**src/rtl/io_rt_pkg.sv**
```systemverilog
`timescale 1ns/1ps
package io_rt_pkg;

  typedef enum logic [1:0] {
    K_PLAIN    = 2'd0,
    K_CFG_ADDR = 2'd1,
    K_CFG_DATA = 2'd2,
    K_VGA      = 2'd3
  } io_kind_e;

  localparam logic [15:0] CFG_ADDR_BASE = 16'h0CF8;
  localparam logic [15:0] CFG_DATA_BASE = 16'h0CFC;
  localparam logic [15:0] VGA_MONO_LO   = 16'h03B0;
  localparam logic [15:0] VGA_MONO_HI   = 16'h03BB;
  localparam logic [15:0] VGA_COLOR_LO  = 16'h03C0;
  localparam logic [15:0] VGA_COLOR_HI  = 16'h03DF;

endpackage

```
**src/rtl/io_rt_regs.sv**
```systemverilog
`timescale 1ns/1ps
module io_rt_regs #(
  parameter int NUM_PORTS = 4,
  parameter int SEG_W     = 4,
  parameter int PORT_W    = 3
) (
  input  logic                            clk,
  input  logic                            rst,
  input  logic                            cfg_we,
  input  logic [PORT_W-1:0]               cfg_port,
  input  logic [SEG_W-1:0]                cfg_base,
  input  logic [SEG_W-1:0]                cfg_limit,
  input  logic                            cfg_vga,
  output logic [NUM_PORTS-1:0][SEG_W-1:0] base_q,
  output logic [NUM_PORTS-1:0][SEG_W-1:0] lim_q,
  output logic [NUM_PORTS-1:0]            vga_q
);

  // One register set per downstream port; reset leaves the window empty
  // (limit below base) and the VGA enable off.
  for (genvar g = 0; g < NUM_PORTS; g++) begin : g_port
    logic sel;
    assign sel = cfg_we && (cfg_port == PORT_W'(g + 1));

    always_ff @(posedge clk) begin
      if (rst) begin
        base_q[g] <= '1;
        lim_q[g]  <= '0;
        vga_q[g]  <= 1'b0;
      end else if (sel) begin
        base_q[g] <= cfg_base;
        lim_q[g]  <= cfg_limit;
        vga_q[g]  <= cfg_vga;
      end
    end
  end

  // a write aimed at a non-existent index leaves every register alone
  assert_bad_index_ignored_R11: assert property (@(posedge clk) disable iff (rst)
    (cfg_we && ((cfg_port == '0) || (cfg_port > PORT_W'(NUM_PORTS))))
      |=> ($stable(base_q) && $stable(lim_q) && $stable(vga_q)));

endmodule

```
**src/rtl/io_rt_window.sv**
```systemverilog
`timescale 1ns/1ps
module io_rt_window #(
  parameter int NUM_PORTS = 4,
  parameter int SEG_W     = 4,
  parameter int PORT_W    = 3
) (
  input  logic [SEG_W-1:0]                seg,
  input  logic [NUM_PORTS-1:0][SEG_W-1:0] base_q,
  input  logic [NUM_PORTS-1:0][SEG_W-1:0] lim_q,
  output logic                            hit,
  output logic [PORT_W-1:0]               hit_port
);

  logic [NUM_PORTS-1:0] match;

  // A window with limit below base can never satisfy both compares.
  for (genvar g = 0; g < NUM_PORTS; g++) begin : g_cmp
    assign match[g] = (seg >= base_q[g]) && (seg <= lim_q[g]);
  end

  // Lowest-numbered matching port wins: scan downward so it is written last.
  always_comb begin
    hit_port = '0;
    for (int i = NUM_PORTS - 1; i >= 0; i--) begin
      if (match[i]) hit_port = PORT_W'(i + 1);
    end
  end

  assign hit = |match;

endmodule

```
**src/rtl/io_rt_special.sv**
```systemverilog
`timescale 1ns/1ps
module io_rt_special
  import io_rt_pkg::*;
#(
  parameter int ADDR_W    = 16,
  parameter int NUM_PORTS = 4,
  parameter int PORT_W    = 3
) (
  input  logic                 clk,
  input  logic                 rst,
  input  logic [ADDR_W-1:0]    addr,
  input  logic [NUM_PORTS-1:0] vga_en,
  output logic                 is_special,
  output io_kind_e             sp_kind,
  output logic [PORT_W-1:0]    sp_port
);

  logic                 is_cfg_a;
  logic                 is_cfg_d;
  logic                 is_vga;
  logic                 vga_excl;
  logic [PORT_W-1:0]    vga_owner;
  logic [PORT_W:0]      vga_cnt;
  logic [ADDR_W-1:0]    dword;

  assign dword    = {addr[ADDR_W-1:2], 2'b00};
  assign is_cfg_a = (dword == ADDR_W'(CFG_ADDR_BASE));
  assign is_cfg_d = (dword == ADDR_W'(CFG_DATA_BASE));
  assign is_vga   = ((addr >= ADDR_W'(VGA_MONO_LO))  && (addr <= ADDR_W'(VGA_MONO_HI))) ||
                    ((addr >= ADDR_W'(VGA_COLOR_LO)) && (addr <= ADDR_W'(VGA_COLOR_HI)));

  always_comb begin
    vga_cnt   = '0;
    vga_owner = '0;
    for (int i = 0; i < NUM_PORTS; i++) begin
      if (vga_en[i]) begin
        vga_cnt   = vga_cnt + 1'b1;
        vga_owner = PORT_W'(i + 1);
      end
    end
  end

  assign vga_excl = (vga_cnt == (PORT_W+1)'(1));

  // Configuration ports outrank the VGA ranges.
  always_comb begin
    is_special = 1'b1;
    sp_kind    = K_PLAIN;
    sp_port    = '0;
    if (is_cfg_a) begin
      sp_kind = K_CFG_ADDR;
    end else if (is_cfg_d) begin
      sp_kind = K_CFG_DATA;
    end else if (is_vga) begin
      sp_kind = K_VGA;
      sp_port = vga_excl ? vga_owner : '0;
    end else begin
      is_special = 1'b0;
    end
  end

  // shared or missing VGA ownership falls back to the legacy port
  assert_vga_shared_legacy_R8: assert property (@(posedge clk) disable iff (rst)
    (sp_kind == K_VGA && !$onehot(vga_en)) |-> (sp_port == '0));

  // a single owner always receives VGA traffic on a PCI Express port
  assert_vga_single_owner_R8: assert property (@(posedge clk) disable iff (rst)
    (sp_kind == K_VGA && $onehot(vga_en)) |-> (sp_port != '0));

endmodule

```
**src/rtl/io_rt_outreg.sv**
```systemverilog
`timescale 1ns/1ps
module io_rt_outreg #(
  parameter int DATA_W = 21
) (
  input  logic              clk,
  input  logic              rst,
  input  logic              in_valid,
  output logic              in_ready,
  input  logic [DATA_W-1:0] in_data,
  output logic              out_valid,
  input  logic              out_ready,
  output logic [DATA_W-1:0] out_data
);

  logic              valid_q;
  logic [DATA_W-1:0] data_q;

  assign in_ready  = !valid_q || out_ready;
  assign out_valid = valid_q;
  assign out_data  = data_q;

  always_ff @(posedge clk) begin
    if (rst) begin
      valid_q <= 1'b0;
      data_q  <= '0;
    end else if (in_ready) begin
      valid_q <= in_valid;
      if (in_valid) data_q <= in_data;
    end
  end

  // a stalled decision does not move
  assert_hold_stalled_R2: assert property (@(posedge clk) disable iff (rst)
    (out_valid && !out_ready) |=> (out_valid && $stable(out_data)));

  // nothing is presented in the cycle right after reset
  assert_idle_after_reset_R1: assert property (@(posedge clk) disable iff (rst)
    $past(rst) |-> !out_valid);

endmodule

```
**src/rtl/io_port_router.sv**
```systemverilog
`timescale 1ns/1ps
module io_port_router
  import io_rt_pkg::*;
#(
  parameter  int NUM_PORTS = 4,
  parameter  int ADDR_W    = 16,
  parameter  int SEG_W     = 4,
  localparam int PORT_W    = $clog2(NUM_PORTS + 1)
) (
  input  logic              clk,
  input  logic              rst,
  input  logic              req_valid,
  output logic              req_ready,
  input  logic [ADDR_W:0]   req_addr,
  input  logic              cfg_we,
  input  logic [PORT_W-1:0] cfg_port,
  input  logic [SEG_W-1:0]  cfg_base,
  input  logic [SEG_W-1:0]  cfg_limit,
  input  logic              cfg_vga,
  output logic              rsp_valid,
  input  logic              rsp_ready,
  output logic [PORT_W-1:0] rsp_port,
  output logic [1:0]        rsp_kind,
  output logic [ADDR_W-1:0] rsp_addr
);

  localparam int PAY_W = PORT_W + 2 + ADDR_W;

  logic [NUM_PORTS-1:0][SEG_W-1:0] base_q;
  logic [NUM_PORTS-1:0][SEG_W-1:0] lim_q;
  logic [NUM_PORTS-1:0]            vga_q;

  logic [ADDR_W-1:0] io_addr;
  logic [SEG_W-1:0]  seg;
  logic              win_hit;
  logic [PORT_W-1:0] win_port;
  logic              sp_hit;
  io_kind_e          sp_kind;
  logic [PORT_W-1:0] sp_port;
  logic [PORT_W-1:0] dec_port;
  io_kind_e          dec_kind;
  logic [PAY_W-1:0]  dec_pay;
  logic [PAY_W-1:0]  rsp_pay;

  // The wrap bit is dropped: accesses just past the top fold onto 0000h.
  assign io_addr = req_addr[ADDR_W-1:0];
  assign seg     = io_addr[ADDR_W-1 -: SEG_W];

  io_rt_regs #(.NUM_PORTS(NUM_PORTS), .SEG_W(SEG_W), .PORT_W(PORT_W)) u_regs (
    .clk       (clk),
    .rst       (rst),
    .cfg_we    (cfg_we),
    .cfg_port  (cfg_port),
    .cfg_base  (cfg_base),
    .cfg_limit (cfg_limit),
    .cfg_vga   (cfg_vga),
    .base_q    (base_q),
    .lim_q     (lim_q),
    .vga_q     (vga_q)
  );

  io_rt_window #(.NUM_PORTS(NUM_PORTS), .SEG_W(SEG_W), .PORT_W(PORT_W)) u_window (
    .seg      (seg),
    .base_q   (base_q),
    .lim_q    (lim_q),
    .hit      (win_hit),
    .hit_port (win_port)
  );

  io_rt_special #(.ADDR_W(ADDR_W), .NUM_PORTS(NUM_PORTS), .PORT_W(PORT_W)) u_special (
    .clk        (clk),
    .rst        (rst),
    .addr       (io_addr),
    .vga_en     (vga_q),
    .is_special (sp_hit),
    .sp_kind    (sp_kind),
    .sp_port    (sp_port)
  );

  // Precedence: special decodes, then segment 0, then windows, then default.
  always_comb begin
    dec_kind = K_PLAIN;
    dec_port = '0;
    if (sp_hit) begin
      dec_kind = sp_kind;
      dec_port = sp_port;
    end else if (seg == '0) begin
      dec_port = '0;
    end else if (win_hit) begin
      dec_port = win_port;
    end
  end

  assign dec_pay = {dec_port, dec_kind, io_addr};

  io_rt_outreg #(.DATA_W(PAY_W)) u_out (
    .clk       (clk),
    .rst       (rst),
    .in_valid  (req_valid),
    .in_ready  (req_ready),
    .in_data   (dec_pay),
    .out_valid (rsp_valid),
    .out_ready (rsp_ready),
    .out_data  (rsp_pay)
  );

  assign rsp_port = rsp_pay[PAY_W-1 -: PORT_W];
  assign rsp_kind = rsp_pay[ADDR_W +: 2];
  assign rsp_addr = rsp_pay[ADDR_W-1:0];

  // destination is always an existing port
  assert_port_in_range_R4: assert property (@(posedge clk) disable iff (rst)
    rsp_valid |-> (rsp_port <= PORT_W'(NUM_PORTS)));

  // plain traffic in the lowest segment stays on the legacy port
  assert_seg0_legacy_R6: assert property (@(posedge clk) disable iff (rst)
    (rsp_valid && rsp_kind == 2'd0 && rsp_addr[ADDR_W-1 -: SEG_W] == '0) |-> (rsp_port == '0));

  // configuration decodes always target the legacy port
  assert_cfg_legacy_R7: assert property (@(posedge clk) disable iff (rst)
    (rsp_valid && (rsp_kind == 2'd1 || rsp_kind == 2'd2)) |-> (rsp_port == '0));

  // a wrapped request forwards only its low address bits
  assert_wrap_drop_R3: assert property (@(posedge clk) disable iff (rst)
    (req_valid && req_ready && req_addr[ADDR_W]) |=> (rsp_addr == $past(req_addr[ADDR_W-1:0])));

endmodule

```
**config.mk**
```make
export PLATFORM = sky130hd
export DESIGN_NAME = io_port_router
export DESIGN_NICKNAME = d
export VERILOG_FILES = /design/src/rtl/io_rt_pkg.sv /design/src/rtl/io_rt_regs.sv /design/src/rtl/io_rt_window.sv /design/src/rtl/io_rt_special.sv /design/src/rtl/io_rt_outreg.sv /design/src/rtl/io_port_router.sv
export SDC_FILE = /design/constraint.sdc
export NUM_CORES = 1
export LEC_CHECK = 0
export BUFFER_PORTS_ARGS = -buffer_cell sky130_fd_sc_hd__buf_2
export CORE_UTILIZATION = 28
export DETAILED_ROUTE_END_ITERATION = 6
export GPL_TIMING_DRIVEN = 0
export HOLD_SLACK_MARGIN = 0.15
export PLACE_DENSITY_LB_ADDON = 0.08
export SLEW_MARGIN = 10
export SYNTH_ARGS = -nofsm -noshare
export SYNTH_HDL_FRONTEND = slang
export SYNTH_SLANG_ARGS = --single-unit
export TNS_END_PERCENT = 1
```
**constraint.sdc**
```tcl
create_clock -name clk -period 8.44 [get_ports clk]
set_clock_uncertainty 0.2 [all_clocks]
set_input_delay 2.532 -clock clk [delete_from_list [all_inputs] [get_ports clk]]
set_output_delay 2.532 -clock clk [all_outputs]
set_load 0.1 [all_outputs]
```
==> results.toml <==
[clock_network]
cts.clk_slew.worst_paths_ps = 60
hold_buffers = 0
clock_latency_ps = 350
postCtsSetupBuffers = 0
ctsResizeCount = 0
cts.path.max_buffers = 2
cts_tree = "built"
cts_max_level = 3
numCtsBuffers = 9
clock-sinks = 58
cts-root-buf = "clkbuf_8"

[placed_design]
gp_congestion = 0.7594
port_buffers = 54
dp_hpwl_um = 6110

[job]
cap_violations = 0

[detailed_routing]
routed_wl_um = 7980
drt_first_pass_iters = 4
ant_nets = 0
via_count = 2717
drc_errors = 0
via_per_inst = 4.582
drtIter0Drc = 116
drt-wirelength-per-cell_um = 13.46

[final_layout]
syn2layout_area_growth_pct = 22.98
final_common_cell = "nand2_1"
layout_common_cells = "88 x nand2_1, 58 x dfxtp_1, 55 x buf_2"
antennaDiodeCount = 0
nNetsFinal = 518
drive_above_1_share_pct = 16.56

[global_routing]
antenna_found_initial = 0
grt_usage_pct = 15.07
grt_first_pass_wirelength_um = 12980
grt_max_degree = 11
grt_overflow_total = 0
grt_pass1_vias = 2613

[timing]
fmax_ghz = 0.1691
final-setup-viol-count = 0
rsz0062_at_grt = "false"
relSlewSlack_pct = 62.83
finalMaxSlewViolations = 0
final_hold_viol_count = 0
min_period_over_period_pct = 70.06
tightest_slew_ps = 557.5
finalSetupTns_ps = 0
min_period_ps = 5913

[floorplan]
core-area_um2 = 10790
initial_core_util_pct = 28.70
die_w_um = 107.2
rows = 38
pin_count = 57
dieArea_um2 = 11490
die_h_um = 107.2

[synthesis]
synthesis.nets = 453
synthesis.area_um2 = 3098
synth-seq-cells = 58
yosys_warnings = 0
synth.avg_cell_area_um2 = 8.089
yosysTopAreaCell = "dfxtp_1"
yosys.area.top_type_share_pct = 37.48
synth_area_leaders = "dfxtp_1 37%, ha_1 15%, nand2_1 11%, a21oi_1 6.9%, inv_1 3.9%"
netlist_instances = 383
synth-seq-area-share_pct = 37.48
ys_types = 44

[hold_path]
min_path_type = "reg -> reg"
whs_path_depth = 2

[critical_path]
path_max_fanout = 4
cp_data_required_time_ps = 5710
critPathKind = "in -> out"
rr_worst_depth = 7
critPathCaptureType = "output port"
critical_path_arrival_ps = 3180
cp-start-kind = "input port"

[pwr]
power.switching_uw = 218.7
p_seq_share_pct = 37.5
ir_drop_v = 0.0001062
clkPwrFrac_pct = 45.4
p_leak_uw = 0.001702
pwr-share-comb_pct = 17.1
finalPower_uw = 772.5
cellPowerDensity_nw_per_um2 = 202.8
swShare_pct = 28.31
p_int_uw = 553.8

[status]
status = "finished clean"
## critical path, stage by stage
cell and delay [ps]:
buf_2 70, nand2b_1 140, buf_2 440
## cells in the mapped netlist, drive strengths merged
library cell,instances
nand3b,10
a211oi,3
and3b,1
a2bb2oi,1
mux2i,6
nor2b,8
a21oi,44
and3,2
ha,36
o2111ai,1
buf,3
and4,1
nor4,2
nor3,2
or4,1
dfxtp,58
nand3,3
nand4,4
a32o,1
and2,2
a211o,8
or2,1
xor2,1
o21ai,12
nor2,23
o21a,2
nand2,88
nand2b,3
o211ai,2
o2bb2ai,1
or2b,1
clkbuf,12
o21bai,2
nand4bb,1
a311oi,4
inv,32
o2bb2a,1
## layout make-up
class	count	area (µm²)
fillers	1161	6983
multi-input cells	278	1759
flip-flops and latches	58	1161
repair buffers	54	270.3
well taps	140	175.2
clock buffers	11	141.4
clock inverters	5	125.1
inverters	32	120.1
plain buffers	15	57.56
## path summary, 6_finish.rpt
kind / from / to / slack, ps
min reg2reg: u_out.out_data[15] / u_out.out_data[15] / 250
max reg2reg: u_regs.base_q[8] / u_out.out_data[20] / 6130
min: u_out.out_data[15] / u_out.out_data[15] / 250
max: rsp_ready / req_ready / 2530
## flip-flops by register name, indices dropped and copies added (netlist names)
name / cells
u_regs.lim_q: 16
u_out.out_valid: 1
u_out.out_data: 21
u_regs.base_q: 16
u_regs.vga_q: 4
## kinds of logic after synthesis
group,count (synthesis),synth area share [%]
AO/OA/AOI/OAI,82,16.48
XOR/XNOR,1,0.2828
adder cells (fa/ha/maj),36,14.54
buffers and inverters,47,5.735
flip-flops,58,37.48
multiplexers,6,1.939
AND/OR/NAND/NOR,153,23.55
## metal layers
layer	part of all wire [%]	track usage (%)
met1	50	19.00
met3	3.7	3.951
met2	45	24.42
met4	1.4	5.871
met5	0	0
## power by group through the flow
| stage | combinational (µW) | sequential, µW | clock, µW |
|---|---|---|---|
| floorplan | 50.9 | 341 | 0 |
| global placement | 134 | 296 | 0 |
| detailed placement | 135 | 296 | 0 |
| CTS | 135 | 290 | 361 |
| global route | 146 | 291 | 369 |
| finish | 132 | 290 | 350 |
## stage by stage
| stage | cells | worst slack [ps] | utilization, % | hold slack [ps] | cell area [µm²] |
|---|---|---|---|---|---|
| after floorplan | 383 | 2380 | - | 236.3 | 3098 |
| after global placement | 577 | 2530 | 32.83 | 239.8 | 3543 |
| after detailed placement | 577 | 2523 | 32.83 | 244.8 | 3543 |
| after CTS | 593 | 2524 | 35.30 | 253.4 | 3810 |
| after global routing | 593 | 2484 | 35.30 | 278.2 | 3810 |
| final | 593 | 2527 | 35.30 | 250.2 | 3810 |
Note: power is estimated with default switching activity, not from simulation.
